[src/rtl/esc_ser_pkg.sv]
package esc_ser_pkg;
    localparam int          CHAR_W   = 8;
    localparam logic [7:0]  SYNC_DEF = 8'hB2;
    localparam logic [7:0]  IDLE_DEF = 8'h81;
    localparam logic [7:0]  ESC_DEF  = 8'hE7;
endpackage

[src/rtl/esc_ser_timer.sv]
module esc_ser_timer #(
    parameter int W           = 8,
    parameter int FRAME_SLOTS = 7
) (
    input  logic                           clk,
    input  logic                           rst_n,
    output logic                           first_bit,
    output logic                           last_bit,
    output logic                           next_is_sync,
    output logic [$clog2(FRAME_SLOTS)-1:0] slot_idx
);
    localparam int BW = $clog2(W);
    localparam int SW = $clog2(FRAME_SLOTS);

    typedef struct packed {
        logic [BW-1:0] bit_i;
        logic [SW-1:0] slot_i;
    } tmr_t;

    tmr_t r_d, r_q;
    logic wrap;

    always_comb begin
        r_d      = r_q;
        last_bit = (r_q.bit_i == BW'(W - 1));
        wrap     = (r_q.slot_i == SW'(FRAME_SLOTS - 1));
        if (last_bit) begin
            r_d.bit_i  = '0;
            r_d.slot_i = wrap ? '0 : r_q.slot_i + 1'b1;
        end else begin
            r_d.bit_i  = r_q.bit_i + 1'b1;
        end
    end

    always_ff @(posedge clk or negedge rst_n) begin
        if (!rst_n) r_q <= '0;
        else        r_q <= r_d;
    end

    assign first_bit    = (r_q.bit_i == '0);
    assign next_is_sync = wrap;
    assign slot_idx     = r_q.slot_i;

    // slot index stays inside the frame
    p_slot_range_r3: assert property (@(posedge clk) disable iff (!rst_n)
        r_q.slot_i < SW'(FRAME_SLOTS));

    // leaving the last slot of a frame lands on slot 0, bit 0
    p_wrap_r3: assert property (@(posedge clk) disable iff (!rst_n)
        (last_bit && next_is_sync) |=> (slot_idx == '0 && first_bit));
endmodule

[src/rtl/esc_ser_picker.sv]
module esc_ser_picker #(
    parameter int           W         = 8,
    parameter logic [W-1:0] SYNC_CODE = W'(esc_ser_pkg::SYNC_DEF),
    parameter logic [W-1:0] IDLE_CODE = W'(esc_ser_pkg::IDLE_DEF),
    parameter logic [W-1:0] ESC_CODE  = W'(esc_ser_pkg::ESC_DEF)
) (
    input  logic         clk,
    input  logic         rst_n,
    input  logic         last_bit,
    input  logic         next_is_sync,
    input  logic         tx_en,
    input  logic         fifo_valid,
    input  logic [W-1:0] fifo_data,
    output logic         fifo_ready,
    output logic [W-1:0] load_byte,
    output logic         holding
);
    typedef struct packed {
        logic         held;
        logic [W-1:0] held_byte;
    } pick_t;

    pick_t p_d, p_q;
    logic  take;
    logic  reserved;

    always_comb begin
        p_d        = p_q;
        fifo_ready = last_bit && !next_is_sync && !p_q.held && tx_en;
        take       = fifo_ready && fifo_valid;
        reserved   = (fifo_data == IDLE_CODE) || (fifo_data == ESC_CODE);
        load_byte  = IDLE_CODE;
        if (next_is_sync) begin
            load_byte = SYNC_CODE;
        end else if (p_q.held) begin
            load_byte = p_q.held_byte;
            if (last_bit) p_d.held = 1'b0;
        end else if (take) begin
            if (reserved) begin
                load_byte     = ESC_CODE;
                p_d.held      = 1'b1;
                p_d.held_byte = fifo_data;
            end else begin
                load_byte     = fifo_data;
            end
        end
    end

    always_ff @(posedge clk or negedge rst_n) begin
        if (!rst_n) p_q <= '0;
        else        p_q <= p_d;
    end

    assign holding = p_q.held;

    // a held byte is released at the next non-sync slot boundary
    p_release_r10: assert property (@(posedge clk) disable iff (!rst_n)
        (last_bit && !next_is_sync && p_q.held) |=> !p_q.held);
endmodule

[src/rtl/esc_ser_tx.sv]
module esc_ser_tx #(
    parameter int           W           = esc_ser_pkg::CHAR_W,
    parameter int           FRAME_SLOTS = 7,
    parameter logic [W-1:0] SYNC_CODE   = W'(esc_ser_pkg::SYNC_DEF),
    parameter logic [W-1:0] IDLE_CODE   = W'(esc_ser_pkg::IDLE_DEF),
    parameter logic [W-1:0] ESC_CODE    = W'(esc_ser_pkg::ESC_DEF)
) (
    input  logic         clk,
    input  logic         rst_n,
    input  logic         tx_en,
    input  logic         fifo_valid,
    input  logic [W-1:0] fifo_data,
    output logic         fifo_ready,
    output logic         ser_bit,
    output logic         slot_start
);
    localparam int SW = $clog2(FRAME_SLOTS);

    typedef struct packed {
        logic [W-1:0] sh;
    } tx_t;

    tx_t           t_d, t_q;
    logic          first_bit, last_bit, next_is_sync, holding;
    logic [SW-1:0] slot_idx;
    logic [W-1:0]  load_byte;

    esc_ser_timer #(.W(W), .FRAME_SLOTS(FRAME_SLOTS)) u_timer (
        .clk(clk), .rst_n(rst_n), .first_bit(first_bit), .last_bit(last_bit),
        .next_is_sync(next_is_sync), .slot_idx(slot_idx)
    );

    esc_ser_picker #(.W(W), .SYNC_CODE(SYNC_CODE), .IDLE_CODE(IDLE_CODE),
                     .ESC_CODE(ESC_CODE)) u_pick (
        .clk(clk), .rst_n(rst_n), .last_bit(last_bit), .next_is_sync(next_is_sync),
        .tx_en(tx_en), .fifo_valid(fifo_valid), .fifo_data(fifo_data),
        .fifo_ready(fifo_ready), .load_byte(load_byte), .holding(holding)
    );

    always_comb begin
        t_d = t_q;
        if (last_bit) t_d.sh = load_byte;
        else          t_d.sh = {t_q.sh[W-2:0], 1'b0};
    end

    always_ff @(posedge clk or negedge rst_n) begin
        if (!rst_n) t_q.sh <= SYNC_CODE;
        else        t_q    <= t_d;
    end

    assign ser_bit    = t_q.sh[W-1];
    assign slot_start = first_bit;

    // inside a slot the byte moves one place toward the output per clock
    p_shift_r2: assert property (@(posedge clk) disable iff (!rst_n)
        !last_bit |=> t_q.sh[W-1:1] == $past(t_q.sh[W-2:0]));

    // the first bit of slot 0 belongs to the sync code
    p_sync_slot_r3: assert property (@(posedge clk) disable iff (!rst_n)
        (first_bit && slot_idx == '0) |-> t_q.sh == SYNC_CODE);

    // nothing offered and nothing held gives idle
    p_idle_r4: assert property (@(posedge clk) disable iff (!rst_n)
        (last_bit && !next_is_sync && !holding && !fifo_valid) |=> t_q.sh == IDLE_CODE);

    // a reserved byte taken at the boundary opens with the escape code
    p_esc_first_r6: assert property (@(posedge clk) disable iff (!rst_n)
        (fifo_ready && fifo_valid && (fifo_data == IDLE_CODE || fifo_data == ESC_CODE))
        |=> t_q.sh == ESC_CODE);

    // with intake disabled and nothing held, a non-sync slot is idle
    p_gate_r9: assert property (@(posedge clk) disable iff (!rst_n)
        (last_bit && !next_is_sync && !holding && !tx_en) |=> t_q.sh == IDLE_CODE);
endmodule

[config.mk]
export PLATFORM = sky130hd
export DESIGN_NAME = esc_ser_tx
export DESIGN_NICKNAME = d
export VERILOG_FILES = /design/src/rtl/esc_ser_pkg.sv /design/src/rtl/esc_ser_timer.sv /design/src/rtl/esc_ser_picker.sv /design/src/rtl/esc_ser_tx.sv
export SDC_FILE = /design/constraint.sdc
export NUM_CORES = 1
export LEC_CHECK = 0
export BUFFER_PORTS_ARGS = -buffer_cell sky130_fd_sc_hd__buf_4
export CAP_MARGIN = 40
export CORE_MARGIN = 10
export CORE_UTILIZATION = 40
export DETAILED_ROUTE_END_ITERATION = 6
export GPL_TIMING_DRIVEN = 0
export PLACE_DENSITY = 0.56
export SYNTH_ARGS = -nofsm -noshare
export SYNTH_HDL_FRONTEND = slang
export SYNTH_SLANG_ARGS = --single-unit
[constraint.sdc]
create_clock -name clk -period 1.9 [get_ports clk]
set_input_delay 0.19 -clock clk [delete_from_list [all_inputs] [get_ports clk]]
set_output_delay 0.19 -clock clk [all_outputs]
set_load 0.1 [all_outputs]
==> run_results.csv <==
group,metric,value,unit
logic_synthesis,synth_fp_nets,103,
power_and_ir_drop,pwr-share-clk,0.281,
grt,overflow,0,
clocking,clock_latency,0.31,ns
sta,rsz0062_at_grt,"no",
place,place_congestion,0.726,
grt,grt_pass1_vias,771,
finish,final_core_util,0.508,
logic_synthesis,yosysSeqAreaShare,0.567,
finish,drive_above_1_share,0.358,
logic_synthesis,ys_ff_latch,23,
die,num_rows,18,
routing,dr.first_iter.drc_count,31,
setup_path,startpoint_type,"flip-flop",
setup_path,critPathKind,"flip-flop to output pin",
place,preCtsSetupSlack,-0.0209,ns
power_and_ir_drop,power.internal,0.000605,W
grt,grt_first_pass_wirelength,3.51,mm
routing,vias_per_cell,5.16,
place,place_hpwl,1.51,mm
logic_synthesis,syn_area,1020,sq um
logic_synthesis,ys_types,34,
flow_run,max_cap_violations,0,
setup_path,critPathCaptureType,"output pin",
sta,setup_violations,0,
clocking,cts_tree,"done",
die,dieArea,4990,sq um
clocking,cts_sinks,23,
die,core_area,2450,sq um
power_and_ir_drop,combPwrFrac,0.072,
logic_synthesis,netlist_instances,88,
setup_path,max_stage_delay,0.40,ns
power_and_ir_drop,p_leak,0.613,nW
power_and_ir_drop,ir_drop,0.521,mV
sta,worst_pin_slew,0.290,ns
clocking,path_clk_slew,0.12,ns
worst_hold_path,hold_path_depth,3,
setup_path,rr_endpoint,"u_pick.p_q[5]",
power_and_ir_drop,p_seq_frac,0.647,
sta,setup_slack,0.0706,ns
clocking,cts_max_path_buffers,2,
power_and_ir_drop,swShare,0.218,
clocking,cts_root_buf,"clkbuf_4",
setup_path,crit_fanout,5,
routing,dr.pass1.iters,4,
sta,min_period_over_period,0.963,
sta,drv_slew,0,
finish,areaGrowthSynthToFinish,21.6,%
finish,fin_nets,125,
setup_path,required,1.71,ns
setup_path,reg2reg_from,"u_timer.r_q[3]",
sta,slew_headroom,0.807,
die,start_util,0.417,
die,ios,15,
die,fp.dieW,70.6,um
power_and_ir_drop,pwr_density_cell,621,nW/um^2
grt,grt_max_degree,24,
setup_path,r2r_setup_slack,0.14,ns
place,io_buffers,14,
routing,drcViolationCount,0,
finish,diodes,0,
clocking,cts-htree-levels,1,
routing,wl_per_cell,14.6,um
logic_synthesis,avgSynthCellArea,11.6,sq um
setup_path,worst-path-buf-inv,1,
setup_path,crit_family,"flip-flops",
sta,fin_skew,0.00758,ns
sta,fmax,0.547,GHz
outcome,status,"completed",
clocking,cts_inserted_buffers,3,
routing,via_count,717,
worst_hold_path,min_from,"fifo_data[0]",
setup_path,path_common_cell,"ha_1",
setup_path,cp_data_arrival_time,1.64,ns
finish,mostFrequentLayoutCells,"19 x dfrtp_1, 17 x buf_4, 7 x nor2_1",
routing,ant_nets,0,
die,fp.dieH,70.6,um
power_and_ir_drop,power.total,0.000774,W
logic_synthesis,synth_warnings,0,
setup_path,crit_chain,"ha_1, ha_1, and2_4, and3_2, buf_12",
setup_path,crit_slowest_cell,"dfrtp_1",
sta,finalHoldViolCount,0,
grt,antenna_found_initial,0,
worst_hold_path,hold_end,"t_q[0]",
routing,routed_wl,2.03,mm
sta,fin_crit,1.83,ns
grt,grt.total_usage,0.0845,
setup_path,ff2ff_path_depth,7,
finish,layout_commonest_cell,"dfrtp_1",
worst_hold_path,hold_path.class,"input port to flip-flop",
power_and_ir_drop,power_switching,0.000169,W
## metrics by stage
stage / instances / setup TNS [ns] / area (sq um) / hold WS [ns]
final: 139 / 0 / 1250 / 0.129
after CTS: 137 / 0 / 1220 / 0.126
after detailed placement: 132 / -0.0567 / 1170 / 0.0968
after global placement: 132 / -0.0312 / 1170 / 0.101
after global routing: 139 / 0 / 1250 / 0.108
after floorplan: 88 / 0 / 1030 / -0.106
## worst max path at each step
stage	startpoint	end	slack, ns	cells after the start
after global placement	u_timer.r_q[3]	u_pick.p_q[5]	-0.01	7
after floorplan	u_timer.r_q[3]	u_pick.p_q[2]	0.19	7
after detailed placement	u_timer.r_q[3]	u_pick.p_q[2]	-0.02	7
after global routing	u_timer.r_q[3]	fifo_ready	0.005	5
after CTS	u_timer.r_q[3]	fifo_ready	0.04	5
final	u_timer.r_q[3]	fifo_ready	0.07	5
## routing by layer
layer | track usage | share of wire
met3 | 0.0209 | 0.024
met4 | 0.0387 | 0.013
met5 | 0 | 0
met1 | 0.106 | 0.49
met2 | 0.133 | 0.47
## cell usage after synthesis
master	number	area [sq um]
a32oi_1	2	17.5
o22a_1	2	17.5
o2bb2ai_1	1	8.76
nand2b_1	1	6.26
nor2_1	7	26.3
a21o_1	1	7.51
mux2_2	1	11.3
a21oi_1	1	5.00
buf_8	1	15.0
nor2b_1	3	18.8
nand3_1	1	5.00
and3_4	1	11.3
a221o_1	2	20.0
buf_2	1	5.00
ha_1	3	37.5
and3_1	2	12.5
dfstp_2	4	105
nand4_1	1	6.26
or2_2	2	12.5
clkbuf_1	3	11.3
o21ai_0	5	25.0
dfrtp_1	19	475
or4bb_1	1	11.3
o22ai_1	2	12.5
nand2_1	6	22.5
a22oi_1	1	7.51
mux2_4	3	45.0
or4_1	1	7.51
and2_1	1	6.26
inv_1	5	18.8
a21oi_2	1	8.76
nand3b_1	1	7.51
a221oi_1	1	8.76
o31ai_1	1	7.51
## state kept, by name, indices dropped and copies added, names as in the netlist
name and count:
u_pick.p_q 8, u_timer.slot_idx 3, u_pick.holding 1, t_q 8, u_timer.r_q 3
## worst reg2reg max path, stage by stage, from the launching register on
cell     delay (ns)
dfrtp_1        0.40
ha_1           0.20
ha_1           0.19
and2_4         0.16
buf_4          0.14
and3_4         0.15
buf_8          0.14
mux2_4         0.29
## kinds of logic after synthesis
family,after synthesis,share of synthesized area
buffers and inverters,10,0.0488
flip-flops,23,0.567
adder cells (fa/ha/maj),3,0.0366
AO/OA/AOI/OAI,20,0.143
multiplexers,4,0.0549
AND/OR/NAND/NOR,28,0.150
## repair_timing
item                                   CTS  global route
setup endpoints to repair                4             6
gates resized for setup                  3             4
endpoints found under the hold margin   19             0
buffers inserted                         1             3
hold buffers                             1             0
## layout make-up
| cell class | instances | area, sq um |
|---|---|---|
| Fill cell | 239 | 1210 |
| Sequential cell | 23 | 581 |
| Multi-Input combinational cell | 55 | 400 |
| Timing Repair Buffer | 19 | 158 |
| Tap cell | 30 | 37.5 |
| Clock buffer | 4 | 26.3 |
| Buffer | 3 | 25.0 |
| Inverter | 5 | 18.8 |
## power by group through the flow
stage          Sequential [W]  Clock [W]  Combinational (W)
2_1_floorplan        0.000516          0          0.0000134
3_3_place_gp         0.000510          0          0.0000555
3_5_place_dp         0.000510          0          0.0000556
4_1_cts              0.000501   0.000229          0.0000575
5_1_grt              0.000502   0.000251          0.0000618
6_report             0.000501   0.000218          0.0000556
Power figures use the tool's default switching activity.
